**src/rtl/lwint_ctrl.sv**
```systemverilog
module lwint_ctrl #(
  parameter int THREADS = 4,
  parameter int SRC_W   = 3,
  parameter int ADDR_W  = 32,
  parameter int ARG_W   = 32,
  parameter int TAG_W   = 8,
  parameter int QDEPTH  = 4,
  localparam int TW = $clog2(THREADS),
  localparam int QW = $clog2(QDEPTH),
  localparam int CW = $clog2(QDEPTH + 1)
) (
  input  logic              clk,
  input  logic              rst_n,
  input  logic              tbl_we,
  input  logic [TW-1:0]     tbl_thread,
  input  logic              tbl_set,
  input  logic [SRC_W-1:0]  tbl_src,
  input  logic [ADDR_W-1:0] tbl_addr,
  input  logic [ARG_W-1:0]  tbl_arg,
  input  logic [TW-1:0]     cur_thread,
  input  logic              pkt_valid,
  input  logic [TW-1:0]     pkt_thread,
  input  logic [SRC_W-1:0]  pkt_src,
  input  logic              pkt_miss,
  input  logic [TAG_W-1:0]  pkt_tag,
  output logic              disp_valid,
  output logic [TW-1:0]     disp_thread,
  output logic [ADDR_W-1:0] disp_addr,
  output logic [ARG_W-1:0]  disp_arg,
  output logic [TAG_W-1:0]  disp_tag,
  input  logic              disp_ack,
  output logic              os_valid,
  output logic [TW-1:0]     os_thread,
  output logic [SRC_W-1:0]  os_src,
  output logic [TAG_W-1:0]  os_tag
);

  logic              t_vld  [THREADS];
  logic [SRC_W-1:0]  t_src  [THREADS];
  logic [ADDR_W-1:0] t_addr [THREADS];
  logic [ARG_W-1:0]  t_arg  [THREADS];

  logic [TW-1:0]    q_thr  [QDEPTH];
  logic [SRC_W-1:0] q_src  [QDEPTH];
  logic             q_miss [QDEPTH];
  logic [TAG_W-1:0] q_tag  [QDEPTH];
  logic [CW-1:0]    q_cnt;
  logic             busy;

  logic [QDEPTH-1:0] elig, stale;
  logic [QW-1:0]     dsel, ssel, ridx, wslot;
  logic              a_q, a_os, do_disp, do_drain, rm;

  always_comb begin
    for (int i = 0; i < QDEPTH; i++) begin
      elig[i]  = (CW'(i) < q_cnt) && t_vld[q_thr[i]] && (t_src[q_thr[i]] == q_src[i])
                 && (q_thr[i] == cur_thread);
      stale[i] = (CW'(i) < q_cnt) && !elig[i];
    end
    dsel = '0;
    ssel = '0;
    for (int i = QDEPTH - 1; i >= 0; i--) begin
      if (elig[i] && !q_miss[i]) dsel = QW'(i);
      if (stale[i]) ssel = QW'(i);
    end
    for (int i = QDEPTH - 1; i >= 0; i--)
      if (elig[i] && q_miss[i]) dsel = QW'(i);
  end

  assign a_q      = pkt_valid && t_vld[pkt_thread] && (t_src[pkt_thread] == pkt_src)
                    && (pkt_thread == cur_thread) && (q_cnt != CW'(QDEPTH));
  assign a_os     = pkt_valid && !a_q;
  assign do_disp  = (|elig) && !busy;
  assign do_drain = !do_disp && (|stale) && !a_os;
  assign rm       = do_disp || do_drain;
  assign ridx     = do_disp ? dsel : ssel;
  assign wslot    = QW'(q_cnt - CW'(rm));

  always_ff @(posedge clk) begin
    if (!rst_n) begin
      for (int t = 0; t < THREADS; t++) begin
        t_vld[t]  <= 1'b0;
        t_src[t]  <= '0;
        t_addr[t] <= '0;
        t_arg[t]  <= '0;
      end
    end else if (tbl_we) begin
      t_vld[tbl_thread] <= tbl_set;
      if (tbl_set) begin
        t_src[tbl_thread]  <= tbl_src;
        t_addr[tbl_thread] <= tbl_addr;
        t_arg[tbl_thread]  <= tbl_arg;
      end
    end
  end

  always_ff @(posedge clk) begin
    if (!rst_n) begin
      q_cnt <= '0;
      for (int i = 0; i < QDEPTH; i++) begin
        q_thr[i]  <= '0;
        q_src[i]  <= '0;
        q_miss[i] <= 1'b0;
        q_tag[i]  <= '0;
      end
    end else begin
      for (int i = 0; i < QDEPTH - 1; i++) begin
        if (rm && QW'(i) >= ridx) begin
          q_thr[i]  <= q_thr[i+1];
          q_src[i]  <= q_src[i+1];
          q_miss[i] <= q_miss[i+1];
          q_tag[i]  <= q_tag[i+1];
        end
      end
      if (a_q) begin
        q_thr[wslot]  <= pkt_thread;
        q_src[wslot]  <= pkt_src;
        q_miss[wslot] <= pkt_miss;
        q_tag[wslot]  <= pkt_tag;
      end
      q_cnt <= q_cnt - CW'(rm) + CW'(a_q);
    end
  end

  always_ff @(posedge clk) begin
    if (!rst_n) begin
      disp_valid  <= 1'b0;
      busy        <= 1'b0;
      disp_thread <= '0;
      disp_addr   <= '0;
      disp_arg    <= '0;
      disp_tag    <= '0;
    end else begin
      disp_valid <= do_disp;
      if (do_disp) begin
        busy        <= 1'b1;
        disp_thread <= q_thr[dsel];
        disp_addr   <= t_addr[q_thr[dsel]];
        disp_arg    <= t_arg[q_thr[dsel]];
        disp_tag    <= q_tag[dsel];
      end else if (busy && disp_ack) begin
        busy <= 1'b0;
      end
    end
  end

  always_ff @(posedge clk) begin
    if (!rst_n) begin
      os_valid  <= 1'b0;
      os_thread <= '0;
      os_src    <= '0;
      os_tag    <= '0;
    end else begin
      os_valid <= a_os || do_drain;
      if (a_os) begin
        os_thread <= pkt_thread;
        os_src    <= pkt_src;
        os_tag    <= pkt_tag;
      end else if (do_drain) begin
        os_thread <= q_thr[ssel];
        os_src    <= q_src[ssel];
        os_tag    <= q_tag[ssel];
      end
    end
  end


  disp_pulse_chk: assert property (@(posedge clk) disable iff (!rst_n)
    disp_valid |=> !disp_valid);


  ack_wait_chk: assert property (@(posedge clk) disable iff (!rst_n)
    busy && !disp_ack |=> !disp_valid);


  owner_running_chk: assert property (@(posedge clk) disable iff (!rst_n)
    disp_valid |-> disp_thread == $past(cur_thread));


  full_to_os_chk: assert property (@(posedge clk) disable iff (!rst_n)
    pkt_valid && q_cnt == CW'(QDEPTH) |=> os_valid && os_tag == $past(pkt_tag));


  no_overflow_chk: assert property (@(posedge clk) disable iff (!rst_n)
    q_cnt <= CW'(QDEPTH));

endmodule

```
**config.mk**
```make
export PLATFORM = sky130hd
export DESIGN_NAME = lwint_ctrl
export DESIGN_NICKNAME = d
export VERILOG_FILES = /design/src/rtl/lwint_ctrl.sv
export SDC_FILE = /design/constraint.sdc
export NUM_CORES = 1
export LEC_CHECK = 0
export BUFFER_PORTS_ARGS = -buffer_cell sky130_fd_sc_hd__buf_2
export CORE_MARGIN = 4
export CORE_UTILIZATION = 45
export DETAILED_ROUTE_END_ITERATION = 10
export HOLD_SLACK_MARGIN = 0.06
export PLACE_DENSITY = 0.72
export SLEW_MARGIN = 20
export SYNTH_ARGS = -nofsm -noshare
export SYNTH_HDL_FRONTEND = slang
export SYNTH_SLANG_ARGS = --single-unit
```
**constraint.sdc**
```tcl
create_clock -name clk -period 7.2 [get_ports clk]
set_input_delay 1.44 -clock clk [delete_from_list [all_inputs] [get_ports clk]]
set_output_delay 1.44 -clock clk [all_outputs]
set_load 0.005 [all_outputs]
```
==> results by stage, run 1 <==
Setup path:
- The cell count along the critical path is 14.
- Traced cell by cell, the critical path runs through mux4_2, xor2_1, or4_1, a41o_1, o21ai_4, o21ai_0, ha_1, ha_1, inv_1, nor3_1, buf_4, nand2b_1, nor2_1, a22o_1.
- Counting both buffers and inverters, the worst setup path holds a total of 2.
- The worst setup path is of the reg2reg kind.
- STA puts the critical path data required time at 7620 ps.
- The cell repeated most along the worst path is sky130_fd_sc_hd__ha_1.
- The signal arrival time at the worst endpoint is 5920 ps.
- In this design, the stage delay of the slowest critical-path cell is 700 ps.
- The worst setup path endpoint is q_tag[1][1]$_DFFE_PP_.
- Setup slack on the worst reg-to-reg path comes out at 1710 ps.
- In this run the worst path has a maximum fanout of 20.
- The critical-path cell with the highest stage delay is sky130_fd_sc_hd__or4_1.
- STA classifies the critical path endpoint as a flop.
- The endpoint of the most critical register-to-register path is q_tag[1][1]$_DFFE_PP_.
- The source of the critical timing path is q_thr[2][0]$_DFFE_PP_.
- The worst register-to-register path begins at q_thr[2][0]$_DFFE_PP_.
- On the critical path the largest part of the delay comes from simple AND/OR/NAND/NOR gates.
- STA classifies the critical path startpoint as a flop.
- The depth of the worst register-to-register path is 14.

Clocking:
- TritonCTS built the clock tree.
- The number of sinks driven by the clock tree is 421.
- The clock reaches the later pin of the worst-skew pair after 580 ps.
- Once the clock tree was built, the resizer swapped 0 gates to a different size.
- The number of hold buffers added after cts is 0.
- The longest clock path from root to sink contains 3 buffers.
- In this run the clock root is driven by a sky130_fd_sc_hd__clkbuf_16.
- After clock tree synthesis, the clock-pin slew on the worst setup and hold paths is 70 ps.
- The maximum level of the CTS H-tree is 2.
- TritonCTS created 45 clock buffers.
- Post-CTS timing repair inserted 0 buffers for setup.

Global routing:
- The number of global-route vias before repair came to 12.6k.
- In the global route stage, overall resource usage came out at 20.1%.
- The first global-routing pass estimated 73.7 mm of wire.
- Global routing used 35.3% of the available met2 tracks.
- The met1 usage is 24.3%.
- The met3 usage is 5.34%.
- The maximum number of pins on one net before global-route repair is 74.
- The global routing stage identified its most utilized layer as met2.
- The sum of overflow across all layers after global routing is 0.
- The number of antenna violations at the first check in global routing is 16.

Placed design:
- The number of port buffers is 179.
- The routability congestion estimate from global placement is 0.834.
- Detailed placement finished with a half-perimeter wire length of 28.6 mm.
- The placed standard-cell area is 20800 µm².

Drt:
- In this run, the number of DRC markers left after iteration 0 of detailed routing was 775.
- Dividing the detail-routed wire length by the instance count gives 21.6 µm.
- The remaining routing DRC violations is 0.
- For this block, the via count after detailed routing is 12.2k.
- The count of antenna-violating nets left after detailed routing is 0.
- The total routed wirelength is 47.9 mm.
- For this run, the detailed router's first-pass iteration total came to 5.
- The mean number of vias per cell is 5.49.

Logic synthesis:
- The synthesized flop and latch total is 421.
- Among all flip-flop cells after synthesis, the most frequent one is sky130_fd_sc_hd__edfxtp_1.
- The proportion of synthesized area in mux cells is 12.7%.
- Summed over all instances, the cell type with the most area after synthesis is sky130_fd_sc_hd__edfxtp_1.
- The average cell area after synthesis is 13.5 µm².
- Summing the areas of all compound-gate instances in the mapped netlist gives 9.67% of the synthesized area.
- The count of flip-flops with a built-in enable after synthesis is 321.
- The gate count after technology mapping is 1443.
- In this run, distinct cell masters in the synthesized netlist total 69.
- The synthesized netlist devotes 1.08% of its cell area to XOR and XNOR gates.
- The summed instance area of the synthesized netlist is 19500 µm².
- Sorting the synthesized cells by area gives the leading types as sky130_fd_sc_hd__edfxtp_1 49%, sky130_fd_sc_hd__mux2i_1 11%, sky130_fd_sc_hd__dfxtp_1 10%.
- The synthesized netlist devotes 12.9% of its cell area to simple gates.
- The commonest cells after synthesis are 321 x sky130_fd_sc_hd__edfxtp_1, 217 x sky130_fd_sc_hd__and2_1, 209 x sky130_fd_sc_hd__mux2i_1.
- The async set-reset flop share out of synthesis is 0%.
- Yosys instantiated no cell more often than sky130_fd_sc_hd__edfxtp_1.
- The number of warnings printed during yosys synthesis is 0.
- The post-synthesis share of cell area spent on full adders, half adders and majority gates is 0.256%.
- After synthesis, flip-flops and latches occupy 59.6% of the total area.
- The net count after synthesis is 1538.
- In this run the biggest area consumer among cell types represents 49.3% of the synthesized area.
- After synthesis, the largest family of logic cells by area is simple AND/OR/NAND/NOR gates.

Timing:
- For the final database, setup skew stands at 32.8 ps.
- Summed over all failing endpoints, the final setup total negative slack is 0 ps.
- Setup violations remaining at the end of the flow were counted as 0.
- The maximum frequency from static timing analysis is 0.182 GHz.
- The total count of max-transition violations in the final report is 0.
- Headroom to the max-slew limit came out at 31.3%.
- The final hold slack is 455 ps.
- Setup repair after global routing left no endpoint under its margin.
- The number of hold violations in the final report is 0.
- The final critical delay including setup and external delays is 5490 ps.
- The slew at the pin with the worst max-slew slack is 1030 ps.
- The worst path uses 76.3% of the clock period.

Floorplanning:
- For this design the top-level I/O count stands at 180.
- The floorplan step set the die height to 216 µm.
- The core footprint is 43000 µm².
- The floorplan die area is 46800 µm².
- The initial standard-cell utilization of the core is 45.5%.
- The row count is 76.
- The die is 216 µm wide.

Outcome:
- The run finished with clean final reports.

Pwr:
- The share of total power in sequential cells is 47.5%.
- The portion of total power attributed to the clock network is 35.2%.
- Combinational logic is responsible for 17.3% of the overall power.
- In this run the power density over the cells is 284 nW/µm².
- In this run the power spent charging and discharging nets is 1.74 mW.
- The analysis attributes to cell leakage a power of 8.60 nW.
- The design internal power is 4.58 mW.
- Of the total power, the share spent switching nets is 27.6%.
- The peak supply drop is 0.200 mV.

Finish:
- The final design area excluding fillers is 22200 µm².
- Cells with a size suffix above 1 make up 23.5% of the layout.
- The area growth from synthesis to layout is 13.7%.
- The number of nets in the finished design is 1682.

Hold path:
- The type of the tightest min-delay check is reg2reg.

Flow run:
- The reported max-cap violation count is 0.
[routing by layer]
metal | up-vias | wire length (µm)
met4 | 18 | 1170
met5 | - | 111
met3 | 89 | 3210
li1 | 5662 | -
met1 | 6044 | 19200
met2 | 341 | 24100
[registers in the layout, indices dropped and copies added, names as in the netlist, 2 cells and up]
name	flops
disp_tag	8
q_cnt	3
t_arg	128
t_vld	4
disp_thread	2
q_src	12
t_src	12
q_thr	8
os_tag	8
q_miss	4
disp_addr	32
disp_arg	32
os_src	3
q_tag	32
os_thread	2
t_addr	128
[worst min path at each step]
stage,from,to,slack (ps),cells after the start
global route,disp_thread[0]$_SDFFE_PN0P_,disp_thread[0]$_SDFFE_PN0P_,470,2
detailed placement,disp_addr[16]$_SDFFE_PN0P_,disp_addr[16]$_SDFFE_PN0P_,440,2
CTS,disp_tag[1]$_SDFFE_PN0P_,disp_tag[1]$_SDFFE_PN0P_,460,2
floorplan,busy$_SDFFE_PN0P_,busy$_SDFFE_PN0P_,450,2
global placement,disp_addr[31]$_SDFFE_PN0P_,disp_addr[31]$_SDFFE_PN0P_,440,2
finish,disp_tag[4]$_SDFFE_PN0P_,disp_tag[4]$_SDFFE_PN0P_,450,2
[power by group through the flow]
stage,clock network (mW),logic [mW],registers [mW]
2_1_floorplan,0,0.909,2.97
3_3_place_gp,0,1.07,3.04
3_5_place_dp,0,1.09,3.05
4_1_cts,2.26,1.10,3.00
5_1_grt,2.38,1.19,3.02
6_report,2.22,1.09,3.00
[cell families after synthesis]
logic type	count (synthesis)
muxes	231
adders and majority gates	4
buffers and inverters	121
AOI/OAI and AO/OA	194
and+or+nand+nor	448
xor gates and xnor gates	24
DFF	421
[per-stage QoR]
| step | total power, mW | instances | setup WS, ps | utilization [%] |
|---|---|---|---|---|
| floorplan | 3.87 | 1443 | 370 | - |
| global placement | 4.11 | 2125 | 1260 | 48.3 |
| detailed placement | 4.14 | 2125 | 1090 | 48.3 |
| CTS | 6.36 | 2205 | 1420 | 51.6 |
| global route | 6.58 | 2209 | 1340 | 51.7 |
| finish | 6.32 | 2213 | 1710 | 51.7 |
[worst register-to-register path, delay by kind of cell (launching register included)]
family | cells | cell delay, ps
simple gates | 4 | 1620
flops | 1 | 650
buf+inv | 2 | 310
mux | 1 | 580
compound gates | 4 | 1470
fa+ha+maj | 2 | 560
xor+xnor | 1 | 160
[cell type report]
| class | count | area [µm²] |
|---|---|---|
| Timing Repair Buffer | 204 | 1110 |
| Fill cell | 3685 | 20800 |
| Clock inverter | 14 | 141 |
| Sequential cell | 421 | 11600 |
| Tap cell | 585 | 732 |
| Multi-Input combinational cell | 901 | 7250 |
| Antenna cell | 8 | 20.0 |
| Clock buffer | 66 | 1270 |
| Inverter | 14 | 52.6 |
[layout by cell type (no fill, tap or decap), types with 3 or more instances in the layout]
cell                          n
sky130_fd_sc_hd__buf_2      179
sky130_fd_sc_hd__xor2_1       9
sky130_fd_sc_hd__nand2_1    106
sky130_fd_sc_hd__nor3_1       5
sky130_fd_sc_hd__diode_2      8
sky130_fd_sc_hd__nand3_1      8
sky130_fd_sc_hd__edfxtp_1   321
sky130_fd_sc_hd__nand2b_1     7
sky130_fd_sc_hd__o21ai_0     22
sky130_fd_sc_hd__nor3_2       4
sky130_fd_sc_hd__mux4_2      12
sky130_fd_sc_hd__clkbuf_8     7
sky130_fd_sc_hd__a21oi_1     30
sky130_fd_sc_hd__inv_1       13
sky130_fd_sc_hd__dfxtp_1    100
sky130_fd_sc_hd__mux2i_1    209
sky130_fd_sc_hd__a22o_1      39
sky130_fd_sc_hd__xnor2_1     15
sky130_fd_sc_hd__nor2_1      10
sky130_fd_sc_hd__clkbuf_16   45
sky130_fd_sc_hd__ha_1         4
sky130_fd_sc_hd__o211ai_1    10
sky130_fd_sc_hd__and2_1     217
sky130_fd_sc_hd__mux2_2       8
sky130_fd_sc_hd__clkinv_2     7
sky130_fd_sc_hd__and3_1      69
sky130_fd_sc_hd__clkbuf_1    14
sky130_fd_sc_hd__nor3b_2      3
sky130_fd_sc_hd__o221ai_2    64
sky130_fd_sc_hd__buf_4       23
sky130_fd_sc_hd__o21ai_4      3
sky130_fd_sc_hd__nand4_1      4
No activity file was read; power rests on OpenSTA's default activity.
==> run 2, diff against run 1 <==
--- a/config.mk
+++ b/config.mk
@@ -10,7 +10,7 @@
 export CORE_UTILIZATION = 45
 export DETAILED_ROUTE_END_ITERATION = 10
 export HOLD_SLACK_MARGIN = 0.06
-export PLACE_DENSITY = 0.72
+export PLACE_DENSITY = 0.69
 export SLEW_MARGIN = 20
 export SYNTH_ARGS = -nofsm -noshare
 export SYNTH_HDL_FRONTEND = slang
==> constraint.sdc (replaced) <==
create_clock -name clk -period 5.2 [get_ports clk]
set_input_delay 1.04 -clock clk [delete_from_list [all_inputs] [get_ports clk]]
set_output_delay 1.04 -clock clk [all_outputs]
set_load 0.005 [all_outputs]
==> run 2 against run 1 <==
  * Via count up 0.70%
  * Register-to-register slack worse by 1200 ps
  * First-iteration DRC count is 5.2% lower
  * Worst hold slack worse by 0.95 ps
  * Die area stayed put
  * Clock skew is 4.8 ps lower
  * Design area grew 1.2%
  * Combinational power rose by 39%
  * Highest routed layer unchanged
==> results by stage, run 2 (synthesis results as in run 1) <==
Setup path:
- The endpoint type of the worst setup path is a flop (unchanged).
- The signal arrival time at the worst endpoint is 5100 ps (was 5920 ps).
- The slack of the worst reg-to-reg path is 530 ps (was 1710 ps).
- Sequence of cells on the critical path: mux4_2, xor2_1, or4_1, a31o_1, o21a_1, o21ai_2, o21ai_0, ha_1, ha_1, nor3_2, buf_4, nor3b_2, a22o_1 (was mux4_2, xor2_1, or4_1, a41o_1, o21ai_4, o21ai_0, ha_1, ha_1, inv_1, nor3_1, buf_4, nand2b_1, nor2_1, a22o_1).
- The origin of the critical flop-to-flop path is q_thr[2][0]$_DFFE_PP_ (unchanged).
- The endpoint of the most critical register-to-register path was q_tag[2][1]$_DFFE_PP_ (was q_tag[1][1]$_DFFE_PP_).
- The delay of the slowest cell on the worst path is 770 ps (was 700 ps).
- The startpoint-to-endpoint class of the critical path is reg2reg (unchanged).
- The critical-path cell with the highest stage delay was sky130_fd_sc_hd__nor3b_2 (was sky130_fd_sc_hd__or4_1).
- The cell repeated most along the worst path is sky130_fd_sc_hd__ha_1 (unchanged).
- The highest fanout seen on the critical path was 16 (was 20).
- The required time at the endpoint of the critical path is 5630 ps (was 7620 ps).
- The depth of the worst register-to-register path was 13 (was 14).
- The startpoint type of the worst setup path is a flop (unchanged).

Global routing:
- The met1 usage is 25.3% (was 24.3%).
- The number of antenna violations at the first check in global routing is 19 (was 16).
- The total global routing track utilization is 20.4% (was 20.1%).
- The met2 layer usage reported by global route is 35.4% (was 35.3%).
- The maximum number of pins on one net before global-route repair is 115 (was 74).
- The peak-usage layer in the global routing report is met2 (unchanged).
- The sum of overflow across all layers after global routing is 0 (unchanged).
- The met3 usage is 5.83% (was 5.34%).
- The first-pass GRT wire length came to 74.7 mm (was 73.7 mm).
- The number of global-route vias before repair is 12.6k (about the same).

Placed design:
- The placed standard-cell area is 20900 µm² (was 20800 µm²).
- The post-placement setup slack is 426 ps (was 1090 ps).
- The cell count after placement is 2136 (was 2125).
- The number of port buffers is 179 (unchanged).
- The half-perimeter wire length after detailed placement was 29.0 mm (was 28.6 mm).
- The routability congestion estimate from global placement is 0.847 (was 0.834).

Pwr:
- The standby leakage power is 8.74 nW (was 8.60 nW).
- The power density over the cells was 398 nW/µm² (was 284 nW/µm²).
- The peak supply drop was 0.273 mV (was 0.200 mV).

Timing:
- The total count of max-transition violations in the final report is 0 (unchanged).
- The final setup violation count came to 0 (unchanged).
- The maximum frequency from static timing analysis is 0.214 GHz (was 0.182 GHz).
- The share of the cycle needed by the critical path after routing is 89.7% (was 76.3%).
- The aggregate negative setup slack is 0 ps (unchanged).
- The max-slew headroom at the worst pin is 28.7% (was 31.3%).
- The slew at the pin with the worst max-slew slack is 1070 ps (was 1030 ps).
- The final hold slack is 454 ps (was 455 ps).
- The slack of the critical path is 533 ps (was 1710 ps).
- Setup repair after global routing missed its margin: false (unchanged).
- The final critical delay including setup and external delays is 4670 ps (was 5490 ps).
- The worst clock skew on the final layout was 28.1 ps (was 32.8 ps).
- The number of hold violations in the final report is 0 (unchanged).

Floorplanning:
- The row count is 76 (unchanged).
- The die extent in y is 216 µm (unchanged).
- The width of the chip was 216 µm (unchanged).
- The top-level port count is 180 (unchanged).
- The floorplan die area is 46800 µm² (unchanged).
- The initial standard-cell utilization of the core is 45.5% (unchanged).
- The core footprint is 43000 µm² (unchanged).

Finish:
- The share of post-route cells with drive strength above 1 was 24.1% (was 23.5%).
- Most used cells in the layout excluding fill and tap cells: 321 x sky130_fd_sc_hd__edfxtp_1, 217 x sky130_fd_sc_hd__and2_1, 209 x sky130_fd_sc_hd__mux2i_1 (unchanged).
- The signed area change from the synthesized netlist to the final layout was 15.1% (was 13.7%).
- The register cell area after layout is 11600 µm² (unchanged).
- The number of nets in the finished design is 1696 (was 1682).
- The most common cell after layout, fill and taps aside is sky130_fd_sc_hd__edfxtp_1 (unchanged).
- Largest regs: t_addr (128), t_arg (128) (unchanged).
- The final design area excluding fillers is 22500 µm² (was 22200 µm²).
- The final non-filler cell total is 2226 (was 2213).
- The final-layout fill cell count is 3652 (was 3685).
- The footprint of the multi-input gates is 7240 µm² (was 7250 µm²).

Hold path:
- The number of instances on the worst hold path was 2 (unchanged).
- The origin of the worst min-delay path is disp_tag[4]$_SDFFE_PN0P_ (unchanged).
- The end of the worst hold path is disp_tag[4]$_SDFFE_PN0P_ (unchanged).
- The type of the tightest min-delay check is reg2reg (unchanged).

Clocking:
- The maximum level of the CTS H-tree is 2 (unchanged).
- The number of sinks driven by the clock tree came to 421 (unchanged).
- The number of setup buffers added after CTS came to 0 (unchanged).
- The TritonCTS clock tree was done (unchanged).
- The number of hold buffers added after cts is 0 (unchanged).
- The clock root buffer is sky130_fd_sc_hd__clkbuf_16 (unchanged).
- The clock edge transition at the registers on the reported setup and hold paths came to 60 ps (was 70 ps).
- The post-CTS resize count is 0 (unchanged).
- The number of buffers on the longest clock path came to 3 (unchanged).
- The number of buffers inserted during clock tree synthesis is 47 (was 45).
- The clock latency at the later pin of the worst-skew pair is 590 ps (was 580 ps).

Drt:
- The count of antenna-violating nets left after detailed routing came to 0 (unchanged).
- The total iterations of the first detailed-routing run is 5 (unchanged).
- The mean number of vias per cell was 5.50 (was 5.49).
- The final routed wire length divided by cell count is 21.7 µm (was 21.6 µm).
- The number of design-rule violations left by the first detailed-router iteration is 735 (was 775).
- The total routed wirelength is 48.2 mm (was 47.9 mm).
- The remaining routing DRC violations came to 0 (unchanged).
- The via count came to 12.2k (about the same).

Outcome:
- Result of the run: finished, final reports clean (unchanged).

Flow run:
- The reported max-cap violation count was 0 (unchanged).
[run 2: changes by cell type in the layout (fill, tap and decap cells not counted), sizes merged]
cell	delta
clkbuf	+6
buf	+12
bufinv	+1
clkinv	-2
diode	-4
[run 2: worst max-delay path by stage]
stage / cells after the start / startpoint / end / slack, ps
after floorplan: 15 / cur_thread[0] / q_src[0][0]$_DFFE_PP_ / 200
after global placement: 13 / pkt_thread[0] / q_thr[2][0]$_DFFE_PP_ / 570
after detailed placement: 13 / pkt_thread[0] / q_tag[2][1]$_DFFE_PP_ / 430
after CTS: 13 / q_thr[2][0]$_DFFE_PP_ / q_tag[2][1]$_DFFE_PP_ / 540
after global routing: 13 / q_thr[2][0]$_DFFE_PP_ / q_tag[1][3]$_DFFE_PP_ / 260
final: 13 / q_thr[2][0]$_DFFE_PP_ / q_tag[2][1]$_DFFE_PP_ / 530
[run 2: per-stage QoR]
stage / total power, mW / utilization, %
3_5_place_dp: 5.74 / 48.6
4_1_cts: 9.02 / 52.2
6_report: 8.94 / 52.3
2_1_floorplan: 5.36 / -
5_1_grt: 9.33 / 52.3
3_3_place_gp: 5.69 / 48.6
[run 2: layout make-up]
type                    count  area share [%]
flip-flops and latches    421            51.8
diodes                      4          0.0445
inverters                  14           0.234
multi-input cells         901            32.2
clock inverters            13           0.773
repair buffers            216            5.64
well taps                 585            3.25
clock buffers              72            6.09
[run 2: worst max-delay path, delay by kind of cell (launching register included)]
kind	cells	cell delay, ps
buffers and inverters	1	200
adders and majority gates	2	530
xor gates and xnor gates	1	160
muxes	1	570
AOI/OAI and AO/OA	5	900
DFF	1	620
and+or+nand+nor	3	1550
[run 2: layer usage]
layer  wire length [µm]  part of all wire, %
met2              23800                   49
met4               1010                  2.1
met3               3280                  6.8
met1              19900                   41
met5                172                 0.36
[run 2: power breakdown]
part	switching, mW	internal, mW	total, mW
Clock	1.35	1.93	3.28
Sequential	0.207	3.93	4.14
Combinational	0.870	0.655	1.52
Total	2.43	6.52	8.94
